[config.mk]
export PLATFORM = sky130hd
export DESIGN_NAME = baud_prescaler
export DESIGN_NICKNAME = d
export VERILOG_FILES = /design/src/rtl/baud_pkg.sv /design/src/rtl/baud_div_regs.sv /design/src/rtl/baud_os_counter.sv /design/src/rtl/baud_bit_divider.sv /design/src/rtl/baud_prescaler.sv
export SDC_FILE = /design/constraint.sdc
export NUM_CORES = 1
export LEC_CHECK = 0
export BUFFER_PORTS_ARGS = -buffer_cell sky130_fd_sc_hd__buf_2
export CELL_PAD_IN_SITES_DETAIL_PLACEMENT = 1
export CELL_PAD_IN_SITES_GLOBAL_PLACEMENT = 2
export CORE_ASPECT_RATIO = 1.5
export CORE_MARGIN = 1
export CORE_UTILIZATION = 29
export CTS_BUF_LIST = sky130_fd_sc_hd__clkbuf_16
export CTS_CLUSTER_SIZE = 40
export DETAILED_ROUTE_END_ITERATION = 8
export PLACE_DENSITY_LB_ADDON = 0.1
export SYNTH_ARGS = -nofsm -noshare
export SYNTH_HDL_FRONTEND = slang
export SYNTH_SLANG_ARGS = --single-unit
[constraint.sdc]
create_clock -name clk -period 1.7 [get_ports clk]
set_clock_uncertainty 0.05 [all_clocks]
set_input_delay 0.51 -clock clk [delete_from_list [all_inputs] [get_ports clk]]
set_output_delay 0.51 -clock clk [all_outputs]
set_load 0.01 [all_outputs]
[src/rtl/baud_pkg.sv]
// Shared constants and types for the bit-rate prescaler.
// Assumes the normal oversample factor is a power of two and that
// double-speed mode uses half of it.
package baud_pkg;
    localparam int unsigned OS_NORMAL = 16;
    localparam int unsigned OS_DOUBLE = OS_NORMAL / 2;
    localparam int unsigned PH_W      = $clog2(OS_NORMAL);

    typedef enum logic {
        SPEED_NORMAL = 1'b0,
        SPEED_DOUBLE = 1'b1
    } speed_e;
endpackage

[src/rtl/baud_div_regs.sv]
// Divisor storage: an upper and a lower byte register.
// Assumes DIV_W > BUS_W. Upper bits above DIV_W-BUS_W are reserved:
// they are discarded on write and read back as zero.
module baud_div_regs #(
    parameter int unsigned DIV_W = 12,
    parameter int unsigned BUS_W = 8
) (
    input  logic             clk,
    input  logic             rst_n,
    input  logic             hi_we,
    input  logic             lo_we,
    input  logic [BUS_W-1:0] wdata,
    output logic [DIV_W-1:0] div_q,
    output logic [DIV_W-1:0] load_val,
    output logic [BUS_W-1:0] hi_rdata,
    output logic [BUS_W-1:0] lo_rdata
);
    localparam int unsigned HI_W = DIV_W - BUS_W;

    logic [HI_W-1:0]  hi_q;
    logic [BUS_W-1:0] lo_q;

    // Capture byte writes; only the implemented upper bits are kept.
    always_ff @(posedge clk) begin
        if (!rst_n) begin
            hi_q <= '0;
            lo_q <= '0;
        end else begin
            if (hi_we) hi_q <= wdata[HI_W-1:0];
            if (lo_we) lo_q <= wdata;
        end
    end

    // Present the stored divisor and the value an immediate reload uses.
    always_comb begin
        div_q    = {hi_q, lo_q};
        load_val = {hi_q, wdata};
        hi_rdata = {{(BUS_W-HI_W){1'b0}}, hi_q};
        lo_rdata = lo_q;
    end

    // reserved upper readback bits never read as one
    p_resv_zero_r2: assert property (@(posedge clk) disable iff (!rst_n)
        hi_rdata[BUS_W-1:HI_W] == '0);

    // an upper-byte write leaves the lower byte untouched
    p_hi_keeps_lo_r5: assert property (@(posedge clk) disable iff (!rst_n)
        (hi_we && !lo_we) |=> lo_q == $past(lo_q));
endmodule

[src/rtl/baud_os_counter.sv]
// Oversample down-counter. Reloads from the stored divisor at zero and
// raises a one-cycle strobe on that reload. A lower-byte write forces
// an immediate load without a strobe. Assumes the divisor is stable
// between writes.
module baud_os_counter #(
    parameter int unsigned DIV_W = 12
) (
    input  logic             clk,
    input  logic             rst_n,
    input  logic             force_load,
    input  logic [DIV_W-1:0] load_val,
    input  logic [DIV_W-1:0] div_q,
    input  logic             hi_we,
    output logic             os_tick
);
    logic [DIV_W-1:0] cnt;

    // Count down, reload at zero, and honour forced loads first.
    always_ff @(posedge clk) begin
        if (!rst_n) begin
            cnt     <= '0;
            os_tick <= 1'b0;
        end else if (force_load) begin
            cnt     <= load_val;
            os_tick <= 1'b0;
        end else if (cnt == '0) begin
            cnt     <= div_q;
            os_tick <= 1'b1;
        end else begin
            cnt     <= cnt - 1'b1;
            os_tick <= 1'b0;
        end
    end

    // a forced load takes the written value and suppresses the strobe
    p_force_load_r3: assert property (@(posedge clk) disable iff (!rst_n)
        force_load |=> (cnt == $past(load_val)) && !os_tick);

    // between reloads the count steps by one without a strobe
    p_count_step_r4: assert property (@(posedge clk) disable iff (!rst_n)
        (!force_load && cnt != '0) |=> (cnt == $past(cnt) - 1'b1) && !os_tick);

    // an upper-byte write alone does not disturb the running count
    p_stage_only_r5: assert property (@(posedge clk) disable iff (!rst_n)
        (hi_we && !force_load && cnt != '0) |=> cnt == $past(cnt) - 1'b1);
endmodule

[src/rtl/baud_bit_divider.sv]
// Divides the oversample strobe by 16 (normal) or 8 (double speed).
// A restart clears the phase so the bit period lines up with a fresh
// divisor load. Assumes the mode is changed only between frames.
module baud_bit_divider
    import baud_pkg::*;
(
    input  logic   clk,
    input  logic   rst_n,
    input  logic   restart,
    input  logic   os_tick,
    input  speed_e speed,
    output logic   bit_tick
);
    logic [PH_W-1:0] phase;
    logic            at_last;

    // Last phase: all bits set, or only the lower bits in double speed.
    always_comb begin
        if (speed == SPEED_DOUBLE) at_last = &phase[PH_W-2:0];
        else                       at_last = &phase;
    end

    // Advance the phase on each oversample strobe; strobe on the last one.
    always_ff @(posedge clk) begin
        if (!rst_n || restart) begin
            phase    <= '0;
            bit_tick <= 1'b0;
        end else if (os_tick) begin
            phase    <= phase + 1'b1;
            bit_tick <= at_last;
        end else begin
            bit_tick <= 1'b0;
        end
    end

    // a bit strobe is always preceded by an oversample strobe
    p_bit_follows_os_r6: assert property (@(posedge clk) disable iff (!rst_n)
        bit_tick |-> $past(os_tick));

    // in double speed a bit strobe leaves the lower phase bits at zero
    p_double_wrap_r7: assert property (@(posedge clk) disable iff (!rst_n)
        (bit_tick && speed == SPEED_DOUBLE) |-> phase[PH_W-2:0] == '0);
endmodule

[src/rtl/baud_prescaler.sv]
// Top level of the bit-rate prescaler: divisor registers, oversample
// counter and bit divider. A lower-byte write restarts both stages.
module baud_prescaler
    import baud_pkg::*;
#(
    parameter int unsigned DIV_W = 12,
    parameter int unsigned BUS_W = 8
) (
    input  logic             clk,
    input  logic             rst_n,
    input  logic             hi_we,
    input  logic             lo_we,
    input  logic [BUS_W-1:0] wdata,
    input  logic             dbl_speed,
    output logic [BUS_W-1:0] hi_rdata,
    output logic [BUS_W-1:0] lo_rdata,
    output logic             os_tick,
    output logic             bit_tick
);
    logic [DIV_W-1:0] div_q;
    logic [DIV_W-1:0] load_val;
    speed_e           speed;

    // Map the mode pin onto the shared speed type.
    always_comb speed = dbl_speed ? SPEED_DOUBLE : SPEED_NORMAL;

    baud_div_regs #(.DIV_W(DIV_W), .BUS_W(BUS_W)) u_regs (
        .clk(clk), .rst_n(rst_n), .hi_we(hi_we), .lo_we(lo_we),
        .wdata(wdata), .div_q(div_q), .load_val(load_val),
        .hi_rdata(hi_rdata), .lo_rdata(lo_rdata)
    );

    baud_os_counter #(.DIV_W(DIV_W)) u_cnt (
        .clk(clk), .rst_n(rst_n), .force_load(lo_we), .load_val(load_val),
        .div_q(div_q), .hi_we(hi_we), .os_tick(os_tick)
    );

    baud_bit_divider u_bit (
        .clk(clk), .rst_n(rst_n), .restart(lo_we), .os_tick(os_tick),
        .speed(speed), .bit_tick(bit_tick)
    );

    // no strobe in the cycle after a lower-byte write
    p_quiet_after_load_r3: assert property (@(posedge clk) disable iff (!rst_n)
        lo_we |=> !os_tick && !bit_tick);
endmodule

==> qor.json, run 1 <==
{
  "status": "complete, no violations",
  "ioPinCount": 31,
  "final-setup-viol-count": 0,
  "preCtsSetupSlack_ns": -0.0286,
  "starting_utilization_of_the_core_area_pct": 30.1,
  "met3WireLength_um": 95,
  "drc_violations_left": 0,
  "synth.yosys.seq_area_share_pct": 41.2,
  "rows": 31,
  "post-place-cells": 254,
  "critPathLaunchType": "register",
  "crit_type": "register to register",
  "mappedNetlistArea_mm2": 0.00146,
  "dr.first_iter.drc_count": 36,
  "wl_met1_um": 1640,
  "fp.dieArea_mm2": 0.00532,
  "report.final.hold_viol_count": 0,
  "cts.sinks": 30,
  "clock_tree_from_tritoncts": "done",
  "highest-signal-layer": "met4",
  "grt_usage_pct": 16.0,
  "end_kind": "register",
  "horiz_die_dim_um": 59.9,
  "grt_antenna_before_repair": 0,
  "critical_path_buf_inv_count": 0,
  "routed_met2_length_um": 2030,
  "cp_data_arrival_time_ns": 1.75,
  "routed_via_density": 4.88,
  "clk_latency_ns": 0.27,
  "ctsHoldBuffers": 0,
  "htreeDepth": 2,
  "achievable-frequency_mhz": 612,
  "min_to": "u_regs.lo_rdata[7]",
  "area.growth.synth_to_final_pct": 32.0,
  "yosysUniqueCellTypes": 37,
  "crit_family": "simple AND/OR/NAND/NOR gates",
  "remaining_antenna_violation_count": 0,
  "diodes": 0,
  "final_design_area_no_fill_mm2": 0.00192,
  "maxSlewViolCount": 0,
  "drt-pass1-iter-count": 3,
  "fin_crit_sh_pct": 96.1,
  "min_from": "wdata[7]",
  "post-dp-hpwl_um": 2880,
  "final_nets": 213,
  "grt_max_degree": 15,
  "grt_pass1_wl_um": 6300,
  "reg2regPathDepth": 4,
  "drv_cap": 0,
  "ctsRootBufferMaster": "clkbuf_16",
  "finalWirelength_um": 3840,
  "hold_class": "primary input to register",
  "final_wtd_congestion": 0.743,
  "worst_r2r_endpoint": "u_cnt.cnt[10]",
  "finish.cell_count_without_fillers": 263,
  "postSynthAreaPerCell_um2": 9.34,
  "regToRegSetupSlack_ns": 0.07,
  "finalCoreUtilization_pct": 39.7,
  "crit_path_max_fanout": 4,
  "worstSetupPathDepth": 4,
  "peakVddDrop_mv": 0.410,
  "max_stage_delay_ns": 0.59,
  "layout_setup_ws_ns": 0.0671,
  "worstPathCellList": "or4_4, o21ai_2, o31ai_2, a2111oi_2",
  "num_vias": 1284,
  "min_delay_path_depth": 3,
  "ys.warnings.count": 0,
  "die_height_um": 88.8,
  "wl_per_cell_um": 14.6,
  "min_period_ns": 1.63,
  "grt_pass1_vias": 1274,
  "grt_overflow": 0,
  "cts.clk_slew.worst_paths_ns": 0.05,
  "synth_ff_type": "dfxtp_1",
  "power-per-cell-area_mw_per_mm2": 1100,
  "worstPathRequired_ns": 1.82,
  "i_o_buffers": 26,
  "clk_path_buf_depth": 2,
  "static-leakage-power_uw": 0.000836,
  "synth.ff_latch_count": 30,
  "unrepaired_setup_endpoints_after_global_routing": "true",
  "post_route_cells_drive_above_1_share_pct": 33.0,
  "fp.coreArea_mm2": 0.00485,
  "critical-path-slowest-cell": "or4_4",
  "synth_enable_flop_cells": 0,
  "asyncSetResetFlopFracSynth_pct": 0,
  "cts_inserted_buffers": 5,
  "worst_r2r_startpoint": "u_cnt.cnt[7]",
  "placedInstanceArea_mm2": 0.00175,
  "syn-instance-count": 156,
  "post-layout-total-power_uw": 2130
}
[how the worst max path moves through the flow]
| stage | start | endpoint | slack, ns |
|---|---|---|---|
| finish | u_cnt.cnt[7] | u_cnt.cnt[10] | 0.07 |
| global placement | u_cnt.cnt[3] | u_cnt.cnt[7] | -0.000005 |
| floorplan | u_cnt.cnt[0] | u_cnt.cnt[7] | 0.05 |
| CTS | u_cnt.cnt[4] | u_cnt.cnt[10] | -0.02 |
| global route | u_cnt.cnt[7] | u_cnt.cnt[10] | -0.02 |
| detailed placement | u_cnt.cnt[4] | u_cnt.cnt[10] | -0.03 |
[state kept, by name, indices dropped and copies added, names as in the netlist]
signal           cells
u_regs.lo_rdata      8
u_cnt.cnt           12
u_regs.hi_q          4
u_bit.phase          4
u_bit.bit_tick       1
u_cnt.os_tick        1
[kinds of logic after synthesis]
logic type      Yosys count  synth area share, %
buf+inv                  18                 6.44
mux                      14                 9.61
xor+xnor                 10                 6.01
other cells               1                0.257
compound gates           22                 11.6
flops                    30                 41.2
fa+ha+maj                 4                 3.43
simple gates             57                 21.5
[report_power, final]
part / total (uW) / leakage [uW] / switching, uW / internal, uW
clock: 832 / 0.0000724 / 304 / 528
combinational: 471 / 0.000516 / 239 / 232
sequential: 822 / 0.000248 / 59.6 / 763
total: 2130 / 0.000836 / 603 / 1520
[Yosys cell counts, drive strengths merged, types with 2 or more instances]
| library cell | count | area [um2] |
|---|---|---|
| nor3b | 2 | 15.0 |
| dfxtp | 30 | 601 |
| and3 | 4 | 25.0 |
| nor2 | 21 | 78.8 |
| inv | 4 | 15.0 |
| a41oi | 3 | 26.3 |
| or4 | 3 | 30.0 |
| o31ai | 5 | 42.5 |
| nand3 | 8 | 40.0 |
| buf | 7 | 52.6 |
| clkbuf | 6 | 22.5 |
| nor3 | 2 | 10.0 |
| mux2i | 14 | 140 |
| nand2 | 4 | 15.0 |
| xor2 | 3 | 26.3 |
| o21ai | 3 | 15.0 |
| nor4 | 4 | 40.0 |
| nand4 | 6 | 37.5 |
| o311ai | 3 | 26.3 |
| a21oi | 4 | 20.0 |
| xnor2 | 7 | 61.3 |
| ha | 4 | 50.1 |
[metrics by stage]
stage	setup TNS, ns	hold slack [ns]
final	0	0.441
after floorplan	0	0.429
after global placement	-0.00000488	0.453
after CTS	-0.0189	0.438
after detailed placement	-0.0371	0.468
after global routing	-0.0353	0.457
[worst reg2reg max path, cell delays in order, from the launching register on]
cell	delay, ns
dfxtp_2	0.33
or4_4	0.59
o21ai_2	0.17
o31ai_2	0.09
a2111oi_2	0.30
[metal layers]
| layer | vias up | global-route usage, % |
|---|---|---|
| met5 | - | 0 |
| met4 | 0 | 6.98 |
| li1 | 635 | - |
| met2 | 16 | 27.2 |
| met1 | 628 | 19.3 |
| met3 | 5 | 2.63 |
[cell usage in the layout (no fill, tap or decap), drive strengths merged, types with 4 or more instances in the layout]
cell type and n:
a21oi 4, and3 4, buf 43, clkbuf 5, conb 4, dfxtp 30, ha 4, inv 5
mux2i 14, nand2 4, nand3 8, nand4 6, nor2 21, nor4 4, o31ai 5, xnor2 7
[layout make-up]
type                    count  area (um2)
fillers                   591        2920
multi-input cells         111         810
repair buffers             43         270
clock buffers               5         125
clock inverters             3        12.5
flip-flops and latches     30         606
inverters                   5        18.8
well taps                  66        82.6
[repair_timing]
action	in CTS	in global routing
buffers inserted	0	1
resized for setup	3	7
pin swaps	0	4
hold endpoints to repair	0	0
setup endpoints to repair	3	6
Note: power is estimated with default switching activity, not from simulation.
==> run 2, diff against run 1 <==
CELL_PAD_IN_SITES_DETAIL_PLACEMENT = 0   (was 1)
CELL_PAD_IN_SITES_GLOBAL_PLACEMENT = 1   (was 2)
CORE_UTILIZATION = 36   (was 29)
==> run 2 against run 1 <==
Sequential cell count is the same. Die area shrank 19%. Largest cell class unchanged. Maximum frequency down 0.73%. Cell count fell by 11%. First-iteration DRC count fell by 28%.
==> qor.json, run 2 (same netlist as run 1, synthesis figures left out) <==
{
  "grt_pass1_wl": {"value": 5550, "unit": "um", "change": "-12%"},
  "num_vias": {"value": 1232, "change": "-4.0%"},
  "clk_path_buf_depth": {"value": 2, "change": "unchanged"},
  "horiz_die_dim": {"value": 54.0, "unit": "um", "change": "-9.9%"},
  "fill_cell_total_of_the_finished_layout": {"value": 402, "change": "-32%"},
  "final_wtd_congestion": {"value": 0.808, "change": "+8.8%"},
  "static-leakage-power": {"value": 0.000803, "unit": "uW", "change": "-4.0%"},
  "largest_register_ffs": {"value": 12, "change": "unchanged"},
  "drc_violations_left": {"value": 0, "change": "unchanged"},
  "layout_setup_ws": {"value": 0.0551, "unit": "ns", "change": "-0.0120 ns"},
  "routed_via_density": {"value": 5.24, "change": "+7.4%"},
  "final-setup-viol-count": {"value": 0, "change": "unchanged"},
  "mostFrequentLayoutCell": "dfxtp_1",
  "drv_cap": {"value": 0, "change": "unchanged"},
  "finalWirelength": {"value": 3390, "unit": "um", "change": "-12%"},
  "dr.first_iter.drc_count": {"value": 26, "change": "-28%"},
  "area.growth.synth_to_final_pct": 27.6,
  "reg2regPathDepth": {"value": 4, "change": "unchanged"},
  "grt_usage": {"value": 18.0, "unit": "%", "change": "+2.1 points"},
  "end_kind": "register",
  "cts_inserted_buffers": {"value": 5, "change": "unchanged"},
  "drt-pass1-iter-count": {"value": 4, "change": "+1"},
  "clk_latency": {"value": 0.27, "unit": "ns", "change": "about the same"},
  "finalCoreUtilization": {"value": 47.4, "unit": "%", "change": "+7.7 points"},
  "ctsRootBufferMaster": "clkbuf_16",
  "cts.clk_slew.worst_paths": {"value": 0.05, "unit": "ns", "change": "about the same"},
  "status": "complete, no violations",
  "ioPinCount": {"value": 31, "change": "unchanged"},
  "hold_slack": {"value": 0.432, "unit": "ns", "change": "-0.00909 ns"},
  "post_route_cells_drive_above_1_share": {"value": 30.0, "unit": "%", "change": "-3.0 points"},
  "i_o_buffers": {"value": 26, "change": "unchanged"},
  "max_stage_delay": {"value": 0.59, "unit": "ns", "change": "about the same"},
  "fp.coreArea": {"value": 0.00392, "unit": "mm2", "change": "-19%"},
  "htreeDepth": {"value": 2, "change": "unchanged"},
  "cp_data_arrival_time": {"value": 1.76, "unit": "ns", "change": "about the same"},
  "preCtsSetupSlack": {"value": -0.0256, "unit": "ns", "change": "+0.00292 ns"},
  "unrepaired_setup_endpoints_after_global_routing": "true",
  "crit_type": "register to register",
  "fin_crit_sh": {"value": 96.8, "unit": "%", "change": "+0.71 points"},
  "critical_path_startpoint": "u_cnt.cnt[5]",
  "worst_r2r_startpoint": "u_cnt.cnt[5]",
  "worstPathRequired": {"value": 1.82, "unit": "ns", "change": "about the same"},
  "achievable-frequency": {"value": 608, "unit": "MHz", "change": "-0.73%"},
  "regToRegSetupSlack": {"value": 0.06, "unit": "ns", "change": "about the same"},
  "post-dp-hpwl": {"value": 2440, "unit": "um", "change": "-15%"},
  "die_height": {"value": 79.9, "unit": "um", "change": "-10%"},
  "fp.dieArea": {"value": 0.00431, "unit": "mm2", "change": "-19%"},
  "post-place-cells": {"value": 227, "change": "-11%"},
  "peakVddDrop": {"value": 0.868, "unit": "mV", "change": "+110%"},
  "final_nets": {"value": 206, "change": "-3.3%"},
  "starting_utilization_of_the_core_area": {"value": 37.1, "unit": "%", "change": "+7.1 points"},
  "wl_per_cell": {"value": 14.4, "unit": "um", "change": "-1.3%"},
  "critical-path-slowest-cell": "or4_4",
  "min_period": {"value": 1.64, "unit": "ns", "change": "+0.0120 ns"},
  "rows": {"value": 28, "change": "-9.7%"},
  "worst_r2r_endpoint": "u_cnt.cnt[10]",
  "power-per-cell-area": {"value": 1120, "unit": "mW/mm2", "change": "+1.6%"},
  "grt_pass1_vias": {"value": 1215, "change": "-4.6%"},
  "grt_antenna_before_repair": {"value": 0, "change": "unchanged"},
  "worst_setup_path_endpoint": "u_cnt.cnt[10]",
  "remaining_antenna_violation_count": {"value": 0, "change": "unchanged"},
  "max_flop_register": "u_cnt.cnt",
  "setup_tns": {"value": 0, "unit": "ns", "change": "unchanged"},
  "mostFrequentLayoutCells": "28 x dfxtp_1, 26 x buf_2, 21 x nor2_1",
  "diodes": {"value": 0, "change": "unchanged"},
  "maxSlewViolCount": {"value": 0, "change": "unchanged"},
  "hold_class": "primary input to register",
  "finish.cell_count_without_fillers": {"value": 235, "change": "-11%"},
  "critPathLaunchType": "register",
  "grt_overflow": {"value": 0, "change": "unchanged"},
  "worstPathCellList": "or4_4, o21ai_2, o31ai_2, a2111oi_2",
  "post-cts-setup-buffers": {"value": 0, "change": "unchanged"},
  "grt_max_degree": {"value": 18, "change": "+3"},
  "cts.sinks": {"value": 30, "change": "unchanged"},
  "report.final.hold_viol_count": {"value": 0, "change": "unchanged"},
  "crit_path_max_fanout": {"value": 5, "change": "+1"},
  "clock_tree_from_tritoncts": "done"
}
run 2: worst min path at each step:
stage	from	cells past startpoint	to	slack (ns)
6_report	wdata[4]	3	u_regs.lo_rdata[4]	0.43
5_1_grt	wdata[4]	3	u_regs.lo_rdata[4]	0.45
3_3_place_gp	u_regs.hi_q[0]	2	u_regs.hi_q[0]	0.46
3_5_place_dp	u_regs.hi_q[0]	2	u_regs.hi_q[0]	0.46
4_1_cts	wdata[4]	3	u_regs.lo_rdata[4]	0.43
2_1_floorplan	u_bit.phase[3]	2	u_bit.phase[3]	0.43
run 2: area by class of cell:
cell class / count / area (um2) / area share (%)
clock buffer: 5 / 125 / 6.73
multi-input combinational: 111 / 826 / 44.4
tap: 45 / 56.3 / 3.03
clock inverter: 3 / 12.5 / 0.673
timing repair buffer: 36 / 218 / 11.7
inverter: 5 / 18.8 / 1.01
sequential: 30 / 603 / 32.4
run 2: layer usage:
layer | vias up | share of wire, % | routed length [um] | global-route usage [%]
met5 | - | 0 | 0 | 0
met2 | 19 | 51 | 1740 | 30.1
met3 | 8 | 3.1 | 104 | 5.14
li1 | 624 | - | - | -
met4 | 0 | 2.2 | 74 | 7.89
met1 | 581 | 43 | 1470 | 20.4
run 2: report_power, final:
group	switching, uW	total, uW	internal [uW]
registers	61.9	824	762
clock network	289	815	527
logic	233	447	214
total	583	2090	1500
run 2: worst max-delay path, delay by kind of cell, from the launching register on:
family | cells | cell delay [ns]
compound gates | 3 | 0.55
simple gates | 1 | 0.59
flops | 1 | 0.35
run 2: stage by stage:
| stage | cell area [um2] | power (uW) |
|---|---|---|
| detailed placement | 1670 | 1240 |
| CTS | 1820 | 2070 |
| floorplan | 1480 | 1110 |
| finish | 1860 | 2090 |
| global route | 1860 | 2190 |
| global placement | 1670 | 1230 |
run 2: repair_timing:
action / in CTS / in global routing
pin swaps: 0 / 2
cloned: 0 / 0
endpoints found under the setup margin: 2 / 12
gates resized for setup: 2 / 8
hold buffers: 0 / 0
